[config.mk]
export PLATFORM = sky130hd
export DESIGN_NAME = scl_timing_gen
export DESIGN_NICKNAME = d
export VERILOG_FILES = /design/src/rtl/scl_timing_pkg.sv /design/src/rtl/scl_field_sel.sv /design/src/rtl/scl_prescaler.sv /design/src/rtl/scl_phase_ctrl.sv /design/src/rtl/scl_timing_gen.sv
export SDC_FILE = /design/constraint.sdc
export NUM_CORES = 1
export LEC_CHECK = 0
export BUFFER_PORTS_ARGS = -buffer_cell sky130_fd_sc_hd__clkbuf_2
export CORE_ASPECT_RATIO = 0.6
export CORE_MARGIN = 5
export CORE_UTILIZATION = 55
export DETAILED_ROUTE_END_ITERATION = 12
export PLACE_DENSITY_LB_ADDON = 0.2
export RECOVER_POWER = 50
export SYNTH_ARGS = -nofsm -noshare
export SYNTH_HDL_FRONTEND = slang
export SYNTH_HIERARCHICAL = 1
export SYNTH_SLANG_ARGS = --single-unit
[constraint.sdc]
create_clock -name clk -period 7.5 [get_ports clk]
set_input_delay 1.5 -clock clk [delete_from_list [all_inputs] [get_ports clk]]
set_output_delay 1.5 -clock clk [all_outputs]
set_load 0.005 [all_outputs]
[src/rtl/scl_timing_pkg.sv]
// Shared types and constants for the SCL timing generator.
package scl_timing_pkg;

    // Bus phase of the generated clock.
    typedef enum logic [1:0] {
        PH_IDLE = 2'd0,
        PH_LOW  = 2'd1,
        PH_HIGH = 2'd2
    } scl_phase_e;

    // Fixed offsets added to the programmed low and high fields.
    localparam int LO_OFS = 7;
    localparam int HI_OFS = 5;

endpackage

[src/rtl/scl_field_sel.sv]
// Picks the timing field and divider for the current phase.
// Assumes the configuration words are stable during a transfer.
// Output len_m1 is the phase length in internal ticks, minus one.
module scl_field_sel
    import scl_timing_pkg::*;
#(
    parameter int PSC_W   = 8,
    parameter int FIELD_W = 8,
    localparam int REG_W  = 2 * FIELD_W,
    localparam int CNT_W  = FIELD_W + 1
) (
    input  logic               hs_active,
    input  logic               phase_low,
    input  logic [PSC_W-1:0]   presc,
    input  logic [REG_W-1:0]   lo_cfg,
    input  logic [REG_W-1:0]   hi_cfg,
    output logic [PSC_W-1:0]   div_limit,
    output logic [CNT_W-1:0]   len_m1
);

    logic [FIELD_W-1:0] lo_field;
    logic [FIELD_W-1:0] hi_field;

    // Select the upper (high-speed) or lower (standard) byte of each word.
    always_comb begin
        lo_field = hs_active ? lo_cfg[REG_W-1:FIELD_W] : lo_cfg[FIELD_W-1:0];
        hi_field = hs_active ? hi_cfg[REG_W-1:FIELD_W] : hi_cfg[FIELD_W-1:0];
    end

    // In the high-speed phase the functional clock is used undivided.
    always_comb div_limit = hs_active ? '0 : presc;

    // Phase length in internal ticks minus one, offsets included.
    always_comb begin
        if (phase_low)
            len_m1 = {1'b0, lo_field} + CNT_W'(LO_OFS - 1);
        else
            len_m1 = {1'b0, hi_field} + CNT_W'(HI_OFS - 1);
    end

endmodule

[src/rtl/scl_prescaler.sv]
// Produces a one-cycle internal tick every (limit + 1) functional cycles.
// A clear realigns the divider to the start of a phase.
module scl_prescaler #(
    parameter int PSC_W = 8
) (
    input  logic             clk,
    input  logic             rst_n,
    input  logic             active,
    input  logic             clr,
    input  logic [PSC_W-1:0] limit,
    output logic             itick
);

    logic [PSC_W-1:0] cnt;

    // The tick fires on the last functional cycle of each internal period.
    always_comb itick = active && (cnt == limit);

    // Divider counter: cleared at a phase start, wraps on every tick.
    always_ff @(posedge clk) begin
        if (!rst_n || clr)
            cnt <= '0;
        else if (itick)
            cnt <= '0;
        else if (active)
            cnt <= cnt + 1'b1;
    end

endmodule

[src/rtl/scl_phase_ctrl.sv]
// Low/high phase sequencer with the high-speed switch logic.
// Assumes the phase lengths it is given stay stable within a phase.
// A switch request is applied only at a high-to-low boundary.
module scl_phase_ctrl
    import scl_timing_pkg::*;
#(
    parameter int CNT_W = 9
) (
    input  logic             clk,
    input  logic             rst_n,
    input  logic             run,
    input  logic             hs_mode,
    input  logic             hs_switch,
    input  logic             itick,
    input  logic [CNT_W-1:0] len_m1,
    output logic             phase_start,
    output logic             running,
    output logic             phase_low,
    output logic             scl_drive_low,
    output logic             tick_fall,
    output logic             tick_rise,
    output logic             hs_active
);

    scl_phase_e       phase;
    logic [CNT_W-1:0] tcnt;
    logic             pending;
    logic             end_ph;
    logic             to_low;
    logic             to_high;
    logic             sw_req;

    // Decode the current phase for the field selector and the pad.
    always_comb begin
        running       = (phase != PH_IDLE);
        phase_low     = (phase == PH_LOW);
        scl_drive_low = (phase == PH_LOW);
    end

    // Phase boundary decode and switch request.
    always_comb begin
        end_ph      = running && itick && (tcnt == len_m1);
        to_low      = run && ((phase == PH_IDLE) ||
                              ((phase == PH_HIGH) && end_ph));
        to_high     = run && (phase == PH_LOW) && end_ph;
        phase_start = to_low || to_high;
        sw_req      = hs_mode && hs_switch;
    end

    // Phase state, tick counter, edge strobes and high-speed switch.
    always_ff @(posedge clk) begin
        if (!rst_n || !run) begin
            phase     <= PH_IDLE;
            tcnt      <= '0;
            tick_fall <= 1'b0;
            tick_rise <= 1'b0;
            hs_active <= 1'b0;
            pending   <= 1'b0;
        end else begin
            tick_fall <= to_low;
            tick_rise <= to_high;
            if (phase_start)
                tcnt <= '0;
            else if (itick)
                tcnt <= tcnt + 1'b1;
            if (to_low)
                phase <= PH_LOW;
            else if (to_high)
                phase <= PH_HIGH;
            if (to_low && (phase == PH_HIGH) && (pending || sw_req)) begin
                hs_active <= 1'b1;
                pending   <= 1'b0;
            end else if (sw_req) begin
                pending <= 1'b1;
            end
        end
    end

endmodule

[src/rtl/scl_timing_gen.sv]
// Top level of the SCL timing generator.
// Wires together the field selector, the prescaler and the phase sequencer.
// Assumes the configuration inputs do not change during a transfer.
module scl_timing_gen
    import scl_timing_pkg::*;
#(
    parameter int PSC_W   = 8,
    parameter int FIELD_W = 8,
    localparam int REG_W  = 2 * FIELD_W,
    localparam int CNT_W  = FIELD_W + 1
) (
    input  logic             clk,
    input  logic             rst_n,
    input  logic             run,
    input  logic             hs_mode,
    input  logic             hs_switch,
    input  logic [PSC_W-1:0] presc,
    input  logic [REG_W-1:0] scl_lo_cfg,
    input  logic [REG_W-1:0] scl_hi_cfg,
    output logic             scl_drive_low,
    output logic             tick_fall,
    output logic             tick_rise,
    output logic             hs_active
);

    logic             itick;
    logic             phase_start;
    logic             running;
    logic             phase_low;
    logic [PSC_W-1:0] div_limit;
    logic [CNT_W-1:0] len_m1;
    logic             psc_clr;

    // The divider restarts at every phase start and is held while idle.
    always_comb psc_clr = phase_start || !running;

    scl_field_sel #(
        .PSC_W   (PSC_W),
        .FIELD_W (FIELD_W)
    ) u_sel (
        .hs_active (hs_active),
        .phase_low (phase_low),
        .presc     (presc),
        .lo_cfg    (scl_lo_cfg),
        .hi_cfg    (scl_hi_cfg),
        .div_limit (div_limit),
        .len_m1    (len_m1)
    );

    scl_prescaler #(
        .PSC_W (PSC_W)
    ) u_psc (
        .clk    (clk),
        .rst_n  (rst_n),
        .active (running),
        .clr    (psc_clr),
        .limit  (div_limit),
        .itick  (itick)
    );

    scl_phase_ctrl #(
        .CNT_W (CNT_W)
    ) u_ctrl (
        .clk           (clk),
        .rst_n         (rst_n),
        .run           (run),
        .hs_mode       (hs_mode),
        .hs_switch     (hs_switch),
        .itick         (itick),
        .len_m1        (len_m1),
        .phase_start   (phase_start),
        .running       (running),
        .phase_low     (phase_low),
        .scl_drive_low (scl_drive_low),
        .tick_fall     (tick_fall),
        .tick_rise     (tick_rise),
        .hs_active     (hs_active)
    );

endmodule

==> metrics.md <==
| Metric | Value |
|---|---|
| Routed Antenna Nets | 0 |
| Htree depth | 1 |
| Initial antenna violation count | 0 |
| Clock skew | 0.00661 ns |
| Period utilization | 51.9% |
| Ys flop type | dfxtp_1 |
| Num CTS Buffers | 3 |
| Status | completed |
| Worst slack at placement | 3.45 ns |
| Later-pin clock latency in the skew report | ~0.26 ns |
| Worst vdd ir | around 75 µV |
| Slew Limit Fails | 0 |
| 1st-iter DRT viols | ~130 |
| First-pass GRT wire length | 7.08 mm |
| Die height | roughly 56 µm |
| Power Density | 117 mW/mm² |
| # DRC | 0 |
| Pin count of the biggest net entering global routing | 32 |
| Post-route setup TNS | 0 ns |
| Period minus WS final | 3.89 ns |
| Flops & latches, synth | 23 |
| Final WS setup | 3.61 ns |
| # resized after CTS | 0 |
| I/O pins | 49 |
| Count of different cell masters after synthesis | 48 |
| Total GRT Usage | a little under a fifth |
| Register area share after synthesis | 24.2% |
| Startpoint types | input port |
| # diodes | 0 |
| Initial core utilization | 58.0% |
| # Post-CTS Setup Buffers | 0 |
| Finished Layout Cells | 306 |
| Post-Place Cells | just over 300 |
| Endpoints failing hold | 0 |
| # port buffers | 48 |
| Lkg Pwr | just under 0.8 nW |
| Wirelength per Cell | 13.6 µm |
| Area Overhead vs Synth | 13.0% |
| Max-cap viol count | 0 |
| Die area | 0.00478 mm² |
| Clock Path Buffers | 2 |
| Worst Max-Slew Pin Slew | 0.972 ns |
| DRT Pass-1 Iters | 4 |
| Mapped Area | 0.00190 mm² |
| YS warnings | 6 |
| Final wirelength | 4.16 mm |
| Core footprint | 0.00328 mm² |
| Post-synth EDFFs | 0 |
| Avg Inst Size Synth | 8.77 µm² |
| Die Wd | 85.9 µm |
| Vias in the first global route | approximately 1,500 |
| Synthesized Nets | 266 |
| Fillers | 294 |
| Fraction of layout cells with a size suffix above 1 | between 20% and 30% |
| Layout net count | 311 |
| Most frequent cells in the layout | 45 x clkbuf_2, 32 x xnor2_1, 24 x nor2_1 |
| Setup CP Type | in -> reg |
| Vias | 1,651 |
| Detail Placement HPWL | about 3.5 mm |
| Worst Path Arrival | 4.00 ns |
| Max Clock Freq | 257 MHz |
| Rel. slew slack | about a third |
| RSZ-0062 raised after global routing | no |
| Most common cell after layout, fill and taps aside | clkbuf_2 |
| TritonCTS clock tree | done |
| # hold bufs at CTS | 0 |
| # setup viols final | 0 |
| Crit end category | register |
| CP required | 7.61 ns |
| Clock-pin slew on the worst setup and hold paths | 0.08 ns |
| CTS Root Cell | clkbuf_8 |
| Post-Synthesis Cells | 217 |
| Avg Vias per Cell | 5.40 |
| GPL Wtd Cong | 0.767 |
| CP max FO | 8 |
| Worst min path class | reg -> reg |
| Grt total ovfl | 0 |
| FFs w/ async S/R, synth | 0% |
| Clock tree sinks | 23 |
| FP Rows | 16 |
[layer usage]
layer / vias up / GRT usage (%) / wire, µm
li1: 852 / - / -
met2: 34 / 24.3 / 1620
met5: - / 0 / 0
met4: 0 / 2.71 / 19
met3: 4 / 4.31 / 254
met1: 761 / 29.0 / 2260
[cell usage after synthesis (5+ instances only)]
cell / instances / area (µm²)
nand3_1: 10 / 50.1
nor2b_1: 11 / 68.8
inv_1: 5 / 18.8
nor3_1: 6 / 30.0
mux2i_1: 19 / 190
nand2_1: 13 / 48.8
xnor2_1: 32 / 280
nand4_1: 8 / 50.1
xor2_1: 10 / 87.6
o21ai_0: 5 / 25.0
nor2_1: 24 / 90.1
dfxtp_1: 23 / 460
[flip-flops by register name (all words and copies together) (netlist names)]
register / flops
u_ctrl/hs_active: 1
u_ctrl/pending: 1
u_ctrl/phase: 2
u_ctrl/tcnt: 9
u_ctrl/tick_fall: 1
u_ctrl/tick_rise: 1
u_psc/cnt: 8
[critical path: stages]
cell,delay (ns)
clkbuf_2,0.08
mux2i_1,0.43
inv_1,0.09
ha_1,0.22
o21ai_0,0.14
xnor2_1,0.14
o211ai_1,0.23
xnor2_1,0.16
and4_1,0.29
o2111ai_1,0.12
nand2_1,0.08
nand2b_1,0.09
nor2b_1,0.05
o31ai_1,0.24
nor2_1,0.13
[metrics by stage]
stage | util [%] | total power [W] | area (µm²) | hold WS [ns]
global placement | 64.8 | 0.000181 | 2130 | 0.492
floorplan | - | 0.000162 | 1900 | 0.469
global route | 65.5 | 0.000266 | 2150 | 0.594
detailed placement | 64.8 | 0.000181 | 2130 | 0.554
finish | 65.5 | 0.000252 | 2150 | 0.561
CTS | 66.2 | 0.000256 | 2170 | 0.568
[where the power goes]
part | internal [W] | leakage (nW) | switching (W) | total (W)
registers | 0.000123 | 0.186 | 0.000000840 | 0.000124
clock network | 0.0000379 | 0.0228 | 0.0000366 | 0.0000744
logic | 0.0000260 | 0.571 | 0.0000283 | 0.0000544
total | 0.000187 | 0.780 | 0.0000658 | 0.000252
[final timing paths]
kind,startpoint,endpoint,slack (ns),cells after the start
worst max register to register,u_ctrl/hs_active,u_psc/cnt[2],4.24,15
worst max-delay path,scl_hi_cfg[10],u_psc/cnt[2],3.61,15
worst min-delay path,u_psc/cnt[7],u_psc/cnt[7],0.56,2
worst min register to register,u_psc/cnt[7],u_psc/cnt[7],0.56,2
[cell families (layout without fill, tap and decap cells)]
kind of cell    count (synthesis)  count (layout)  synth area share [%]
buf+inv                        14              58                  5.19
compound gates                 21              21                  10.6
flops                          23              23                  24.2
xor+xnor                       42              42                  19.3
simple gates                   93              93                  26.9
mux                            20              20                  11.2
fa+ha+maj                       4               4                  2.63
[cell type report]
class,count,area [µm²],area share (%)
clock buffers,4,45.0,2.10
inverters,5,18.8,0.873
multi-input cells,180,1330,61.6
flip-flops and latches,23,460,21.4
well taps,45,56.3,2.62
repair buffers,49,244,11.4
(Power assumes the default switching activity.)
